==> src/rtl/tlb_asn_pkg.sv <==
package tlb_asn_pkg;

  typedef enum logic [1:0] {
    FLT_NONE = 2'd0,
    FLT_MISS = 2'd1,
    FLT_PRIV = 2'd2,
    FLT_RO   = 2'd3
  } fault_e;

  typedef enum logic [1:0] {
    FL_NOP = 2'd0,
    FL_ALL = 2'd1,
    FL_ASN = 2'd2,
    FL_VA  = 2'd3
  } flush_e;

  // page-number bits that a size code makes "don't care"
  localparam int SP_BITS = 9;

  function automatic logic [SP_BITS-1:0] sp_low_mask(input logic [1:0] sz);
    case (sz)
      2'd1:    sp_low_mask = 9'h007;
      2'd2:    sp_low_mask = 9'h03F;
      2'd3:    sp_low_mask = 9'h1FF;
      default: sp_low_mask = 9'h000;
    endcase
  endfunction

endpackage

==> src/rtl/tlb_asn_cam.sv <==
module tlb_asn_cam
  import tlb_asn_pkg::*;
#(
  parameter int N     = 8,
  parameter int VPN_W = 20,
  parameter int ASN_W = 8
) (
  input  logic [N-1:0]     e_valid,
  input  logic [N-1:0]     e_glob,
  input  logic [ASN_W-1:0] e_asn  [N],
  input  logic [VPN_W-1:0] e_vpn  [N],
  input  logic [1:0]       e_size [N],
  input  logic [VPN_W-1:0] q_vpn,
  input  logic [1:0]       q_size,
  input  logic [ASN_W-1:0] q_asn,
  input  logic             q_glob,
  input  logic             q_any_asn,
  output logic [N-1:0]     match
);

  for (genvar i = 0; i < N; i++) begin : g_slot
    logic [SP_BITS-1:0] lm;
    logic               hi_eq, lo_eq, tag_ok;
    always_comb begin
      lm     = sp_low_mask(e_size[i]) | sp_low_mask(q_size);
      hi_eq  = (e_vpn[i][VPN_W-1:SP_BITS] == q_vpn[VPN_W-1:SP_BITS]);
      lo_eq  = (((e_vpn[i][SP_BITS-1:0] ^ q_vpn[SP_BITS-1:0]) & ~lm) == '0);
      tag_ok = q_any_asn | q_glob | e_glob[i] | (e_asn[i] == q_asn);
      match[i] = e_valid[i] & hi_eq & lo_eq & tag_ok;
    end
  end

endmodule

==> src/rtl/tlb_asn_victim.sv <==
module tlb_asn_victim #(
  parameter int N  = 8,
  parameter int IW = $clog2(N)
) (
  input  logic          clk,
  input  logic          rst_n,
  input  logic [N-1:0]  valid,
  input  logic [IW-1:0] mru,
  input  logic          adv,
  output logic [IW-1:0] slot
);

  localparam logic [IW-1:0] LAST = IW'(N - 1);

  function automatic logic [IW-1:0] step(input logic [IW-1:0] x);
    step = (x == LAST) ? '0 : x + 1'b1;
  endfunction

  logic [IW-1:0] rr, rr_pick, free_idx;
  logic          free_any;

  always_comb begin
    free_idx = '0;
    free_any = 1'b0;
    for (int i = 0; i < N; i++) begin
      if (!valid[i] && !free_any) begin
        free_idx = IW'(i);
        free_any = 1'b1;
      end
    end
    rr_pick = (rr == mru) ? step(rr) : rr;
    slot    = free_any ? free_idx : rr_pick;
  end

  always_ff @(posedge clk) begin
    if (!rst_n)                rr <= '0;
    else if (adv && !free_any) rr <= step(rr_pick);
  end


  victim_not_mru_chk: assert property (@(posedge clk) disable iff (!rst_n)
    (&valid) |-> (slot != mru));


  free_slot_first_chk: assert property (@(posedge clk) disable iff (!rst_n)
    (~&valid) |-> !valid[slot]);

endmodule

==> src/rtl/tlb_asn.sv <==
module tlb_asn
  import tlb_asn_pkg::*;
#(
  parameter int N     = 8,
  parameter int VPN_W = 20,
  parameter int PFN_W = 20,
  parameter int ASN_W = 8
) (
  input  logic             clk,
  input  logic             rst_n,
  input  logic             lk_valid,
  input  logic [VPN_W-1:0] lk_vpn,
  input  logic [ASN_W-1:0] lk_asn,
  input  logic             lk_user,
  input  logic             lk_write,
  output logic             lk_hit,
  output logic [PFN_W-1:0] lk_pfn,
  output logic [1:0]       lk_fault,
  input  logic             in_en,
  input  logic [VPN_W-1:0] in_vpn,
  input  logic [ASN_W-1:0] in_asn,
  input  logic             in_glob,
  input  logic [1:0]       in_size,
  input  logic [PFN_W-1:0] in_pfn,
  input  logic             in_user,
  input  logic             in_write,
  input  logic [1:0]       fl_cmd,
  input  logic [ASN_W-1:0] fl_asn,
  input  logic [VPN_W-1:0] fl_vpn
);

  localparam int IW = (N > 1) ? $clog2(N) : 1;

  // slot storage
  logic [N-1:0]     ent_valid, ent_glob, ent_usr, ent_wr;
  logic [ASN_W-1:0] ent_asn  [N];
  logic [VPN_W-1:0] ent_vpn  [N];
  logic [PFN_W-1:0] ent_pfn  [N];
  logic [1:0]       ent_size [N];

  // named internal events
  logic [N-1:0]  lk_match, dup_match, va_match, kill, nxt_valid;
  logic [IW-1:0] lk_idx, dup_idx, vic_slot, ins_slot, mru;
  logic          lk_any, dup_any;
  flush_e        fl;

  assign fl = flush_e'(fl_cmd);

  tlb_asn_cam #(.N(N), .VPN_W(VPN_W), .ASN_W(ASN_W)) u_cam_lk (
    .e_valid(ent_valid), .e_glob(ent_glob), .e_asn(ent_asn), .e_vpn(ent_vpn),
    .e_size(ent_size), .q_vpn(lk_vpn), .q_size(2'd0), .q_asn(lk_asn),
    .q_glob(1'b0), .q_any_asn(1'b0), .match(lk_match));

  tlb_asn_cam #(.N(N), .VPN_W(VPN_W), .ASN_W(ASN_W)) u_cam_dup (
    .e_valid(ent_valid), .e_glob(ent_glob), .e_asn(ent_asn), .e_vpn(ent_vpn),
    .e_size(ent_size), .q_vpn(in_vpn), .q_size(in_size), .q_asn(in_asn),
    .q_glob(in_glob), .q_any_asn(1'b0), .match(dup_match));

  tlb_asn_cam #(.N(N), .VPN_W(VPN_W), .ASN_W(ASN_W)) u_cam_va (
    .e_valid(ent_valid), .e_glob(ent_glob), .e_asn(ent_asn), .e_vpn(ent_vpn),
    .e_size(ent_size), .q_vpn(fl_vpn), .q_size(2'd0), .q_asn(fl_asn),
    .q_glob(1'b0), .q_any_asn(1'b1), .match(va_match));

  tlb_asn_victim #(.N(N), .IW(IW)) u_victim (
    .clk(clk), .rst_n(rst_n), .valid(ent_valid), .mru(mru),
    .adv(in_en & ~dup_any), .slot(vic_slot));

  // first-set encoders
  always_comb begin
    lk_idx  = '0; lk_any  = 1'b0;
    dup_idx = '0; dup_any = 1'b0;
    for (int i = 0; i < N; i++) begin
      if (lk_match[i] && !lk_any) begin
        lk_idx = IW'(i);
        lk_any = 1'b1;
      end
      if (dup_match[i] && !dup_any) begin
        dup_idx = IW'(i);
        dup_any = 1'b1;
      end
    end
  end

  assign ins_slot = dup_any ? dup_idx : vic_slot;

  // lookup result: frame splice and fault priority
  logic [SP_BITS-1:0] lk_lm;
  fault_e             flt;
  always_comb begin
    lk_lm  = sp_low_mask(ent_size[lk_idx]);
    lk_hit = lk_any;
    lk_pfn = '0;
    if (lk_any)
      lk_pfn = {ent_pfn[lk_idx][PFN_W-1:SP_BITS],
                (ent_pfn[lk_idx][SP_BITS-1:0] & ~lk_lm) | (lk_vpn[SP_BITS-1:0] & lk_lm)};
    if (!lk_any)                        flt = FLT_MISS;
    else if (lk_user && !ent_usr[lk_idx])  flt = FLT_PRIV;
    else if (lk_write && !ent_wr[lk_idx])  flt = FLT_RO;
    else                                flt = FLT_NONE;
    lk_fault = flt;
  end

  // flush then install
  always_comb begin
    for (int i = 0; i < N; i++) begin
      kill[i] = (fl == FL_ALL)
              | ((fl == FL_ASN) && !ent_glob[i] && (ent_asn[i] == fl_asn))
              | ((fl == FL_VA) && va_match[i]);
    end
    nxt_valid = ent_valid & ~kill;
    if (in_en) begin
      nxt_valid = nxt_valid & ~dup_match;
      nxt_valid[ins_slot] = 1'b1;
    end
  end

  always_ff @(posedge clk) begin
    if (!rst_n) begin
      ent_valid <= '0;
      mru       <= '0;
    end else begin
      ent_valid <= nxt_valid;
      if (in_en)                  mru <= ins_slot;
      else if (lk_valid && lk_any) mru <= lk_idx;
    end
  end

  always_ff @(posedge clk) begin
    if (in_en) begin
      ent_vpn[ins_slot]  <= in_vpn;
      ent_asn[ins_slot]  <= in_asn;
      ent_pfn[ins_slot]  <= in_pfn;
      ent_size[ins_slot] <= in_size;
      ent_glob[ins_slot] <= in_glob;
      ent_usr[ins_slot]  <= in_user;
      ent_wr[ins_slot]   <= in_write;
    end
  end


  single_hit_chk: assert property (@(posedge clk) disable iff (!rst_n)
    $countones(lk_match) <= 1);


  flush_all_chk: assert property (@(posedge clk) disable iff (!rst_n)
    (fl == FL_ALL && !in_en) |=> (ent_valid == '0));


  asn_flush_keeps_global_chk: assert property (@(posedge clk) disable iff (!rst_n)
    (fl == FL_ASN && !in_en) |=> ((ent_valid & ent_glob) == $past(ent_valid & ent_glob)));


  install_lands_chk: assert property (@(posedge clk) disable iff (!rst_n)
    in_en |=> ent_valid[$past(ins_slot)]);

endmodule

==> config.mk <==
export PLATFORM = sky130hd
export DESIGN_NAME = tlb_asn
export DESIGN_NICKNAME = d
export VERILOG_FILES = /design/src/rtl/tlb_asn_pkg.sv /design/src/rtl/tlb_asn_cam.sv /design/src/rtl/tlb_asn_victim.sv /design/src/rtl/tlb_asn.sv
export SDC_FILE = /design/constraint.sdc
export NUM_CORES = 1
export LEC_CHECK = 0
export ABC_CLOCK_PERIOD_IN_PS = 8800
export CAP_MARGIN = 40
export CORE_UTILIZATION = 45
export CTS_CLUSTER_SIZE = 16
export DETAILED_ROUTE_END_ITERATION = 6
export HOLD_SLACK_MARGIN = 0.15
export SYNTH_ARGS = -nofsm -noshare
export SYNTH_HDL_FRONTEND = slang
export SYNTH_HIERARCHICAL = 1
export SYNTH_SLANG_ARGS = --single-unit
==> constraint.sdc <==
create_clock -name clk -period 8.8 [get_ports clk]
set_input_delay 2.2 -clock clk [delete_from_list [all_inputs] [get_ports clk]]
set_output_delay 2.2 -clock clk [all_outputs]
set_load 0.01 [all_outputs]
==> results.py <==
metrics = {
    "pwr": {
        "clkPwrFrac_pct": 42.2,
        "p_leak_nw": 10.00,
        "power_density_nw_per_um2": 164.1,
        "net-switching-power_w": 0.001211,
        "p_seq_share_pct": 47.2,
        "combinationalPowerShare_pct": 10.6,
        "internal_power_w": 0.003781,
        "peakVddDrop_uv": 181.7,
        "power_w": 0.004992,
        "swShare_pct": 24.25,
    },
    "clock_tree": {
        "ctsHtreeMaxLevel": 2,
        "cts_sinks": 438,
        "clk_pin_slew_ns": 0.06,
        "clockBufferDepth": 3,
        "cts_tree": "yes",
        "insertion_delay_ns": 0.62,
        "cts-root-buf": "clkbuf_16",
        "cts_buffers": 50,
        "ctsHoldBuffers": 0,
    },
    "floorplanning": {
        "dieArea_um2": 57170,
        "core-area_um2": 55310,
        "ios": 140,
        "rows": 86,
        "die_w_um": 239.1,
        "start_util_pct": 45.74,
        "die_h_um": 239.1,
    },
    "grt": {
        "grt_pass1_wl_um": 116800,
        "grt_usage_pct": 27.86,
        "grt_overflow": 0,
        "antenna_found_initial": 4,
        "grt_pass1_vias": 17676,
        "grt_max_degree": 55,
    },
    "drt": {
        "ant_nets": 0,
        "routed_via_density": 5.642,
        "vias": 17987,
        "wl_um": 79780,
        "firstDrtPassIters": 5,
        "post_drt_wl_per_cell_um": 25.03,
        "drtIter0Drc": 1663,
        "drc": 0,
    },
    "synthesis": {
        "netlist_area_um2": 25300,
        "synth-async-reset-ratio_pct": 0,
        "syn-mean-instance-area_um2": 11.74,
        "yosysMostFrequentCell": "xnor2_1",
        "yosysTopAreaCellShare_pct": 50.33,
        "netlist_top_cells_area": "edfxtp_1 (50%), xnor2_1 (15%), xor2_1 (10%)",
        "synth-seq-cells": 438,
        "yosysUniqueCellTypes": 57,
        "synth_enable_flop_cells": 424,
        "yosys_warnings": 6,
        "synth-seq-area-share_pct": 51.44,
        "dominantRegCellSynth": "edfxtp_1",
        "netlist_instances": 2155,
        "synth.largest_area_cell": "edfxtp_1",
        "ys_top_cells_by_count": "xnor2_1 (434), edfxtp_1 (424), xor2_1 (299)",
    },
    "timing": {
        "drv_slew": 0,
        "worst-slew-pin-transition_ns": 0.9070,
        "tns_ns": 0,
        "holdWs_ns": 0.5656,
        "maxSlewHeadroom_pct": 39.34,
        "post-route-period-util_pct": 99.32,
        "hold_viol": 0,
        "setup_viol": 0,
        "fin_crit_ns": 8.741,
        "rsz0062_at_grt": "true",
        "max_freq_mhz": 114.4,
        "fin_skew_ns": 0.01856,
    },
    "setup_path": {
        "path_cells": "clkdlybuf4s50_1 > buf_12 > xnor2_1 > nand4_1 > or4_4 > a311oi_2 > buf_4 > buf_4 > nor3_1 > and2_1 > a21o_2 > nand2_1 > buf_4 > o221ai_4 > o41ai_1 > buf_4 > clkdlybuf4s50_1",
        "critical_path_buf_inv_count": 7,
        "crit_path_end_kind": "output pin",
        "crit_type": "input pin to output pin",
        "cp_max_fo": 8,
        "crit_top_cell": "buf_4",
        "arrival_ns": 6.54,
        "cp-start-kind": "input pin",
        "cp_slowest_stage_delay_ns": 0.65,
        "critPathTopFamily": "buffers and inverters",
        "cp.required_ns": 6.60,
        "cpMaxStageDelayCell": "or4_4",
    },
    "placed_design": {
        "port-buffer-count": 139,
        "routabilityCongestion": 0.9821,
        "dpl.cell_count": 3092,
        "dp_hpwl_um": 55830,
    },
    "outcome": {
        "status": "finished clean",
    },
    "layout": {
        "nets": 2520,
        "fin_cells": 3188,
        "utilization_pct": 54.98,
        "nFillCells": 4765,
        "area_delta_synth_final_pct": 20.21,
        "drive_gt1_share_pct": 11.52,
        "antenna_cells": 0,
    },
    "min_path": {
        "holdCritPathClass": "flip-flop to flip-flop",
    },
    "run": {
        "cap_violations": 0,
    },
}
-- final timing paths --
check                       from             end  slack (ns)  cells after the start
hold reg to reg   u_victim/rr[0]  u_victim/rr[0]        0.57                      2
setup reg to reg    ent_size[10]  ent_pfn[2][10]        4.14                     12
setup / recovery      lk_vpn[13]       lk_pfn[1]        0.06                     17
hold / removal    u_victim/rr[0]  u_victim/rr[0]        0.57                      2
-- worst register-to-register path, stage by stage (launching register included) --
cell and delay, ns:
edfxtp_1 0.43, buf_4 0.21, or4_1 0.48, a31oi_1 0.22, or4_1 0.27, a311oi_1 0.15
nor4_1 0.45, nand2_1 0.15, or3_1 0.37, o21ai_0 0.50, nand2_1 0.26, nor2_4 0.48
buf_4 0.37
-- per-layer routing --
layer / vias up / part of all wire, % / global-route usage, %
li1: 8240 / - / -
met1: 8889 / 43 / 38.36
met2: 703 / 46 / 43.83
met3: 149 / 6.9 / 4.388
met4: 6 / 4.0 / 11.36
met5: - / 0.051 / 0
-- logic make-up after synthesis --
logic type,Yosys count,share of synthesized area (%)
AO/OA/AOI/OAI,203,5.371
XOR/XNOR,739,25.76
adder cells (fa/ha/maj),4,0.1978
buffers and inverters,148,3.492
flip-flops,438,51.44
multiplexers,40,1.657
other,2,0.02969
AND/OR/NAND/NOR,581,12.05
-- layout make-up --
cell class	count	area, um2	share of cell area [%]
tap	748	935.9	3.078
timing repair buffer	292	3008	9.891
sequential	438	13010	42.79
inverter	11	41.29	0.1358
multi-input combinational	1606	11780	38.74
clock buffer	61	1292	4.250
clock inverter	32	339.1	1.115
-- state kept, by name, indices dropped and copies added, names as in the netlist --
signal       count
mru              3
ent_vpn        160
ent_valid        8
ent_glob         8
ent_usr          8
u_victim/rr      3
ent_size        16
ent_wr           8
ent_pfn        160
ent_asn         64
-- layout by cell type, fill, tap and decap left out, types with 16 or more instances in the layout --
| master | count |
|---|---|
| xnor2_1 | 434 |
| edfxtp_1 | 424 |
| xor2_1 | 299 |
| nand2_1 | 170 |
| clkdlybuf4s50_1 | 132 |
| buf_4 | 109 |
| nand3_1 | 108 |
| nand4_1 | 105 |
| nor4_1 | 58 |
| a21oi_1 | 52 |
| clkbuf_16 | 50 |
| or4_1 | 45 |
| conb_1 | 39 |
| o21ai_0 | 37 |
| nor3_1 | 35 |
| mux2i_1 | 34 |
| a31oi_1 | 27 |
| buf_12 | 26 |
| a211oi_1 | 22 |
| nor2_1 | 20 |
| a311oi_1 | 16 |
-- per-stage QoR --
step | cell area [um2] | worst slack [ns]
5_1_grt | 30410 | -0.1272
3_5_place_dp | 28550 | -0.1650
4_1_cts | 30220 | 0.003544
2_1_floorplan | 25440 | 1.270
6_report | 30410 | 0.05941
3_3_place_gp | 28370 | -0.08170
-- timing repair --
action / 4_1_cts / 5_1_grt
pin swaps: 1 / 14
buffers inserted: 0 / 3
hold endpoints to repair: 0 / 0
setup endpoints to repair: 11 / 22
resized for setup: 9 / 33
-- power by group through the flow --
stage          clock, W  combinational [W]  sequential [W]
2_1_floorplan         0           0.000309         0.00239
3_3_place_gp          0           0.000500         0.00240
3_5_place_dp          0           0.000517         0.00240
4_1_cts         0.00213           0.000521         0.00236
5_1_grt         0.00221           0.000564         0.00236
6_report        0.00210           0.000531         0.00236
Note: power is estimated with default switching activity, not from simulation.
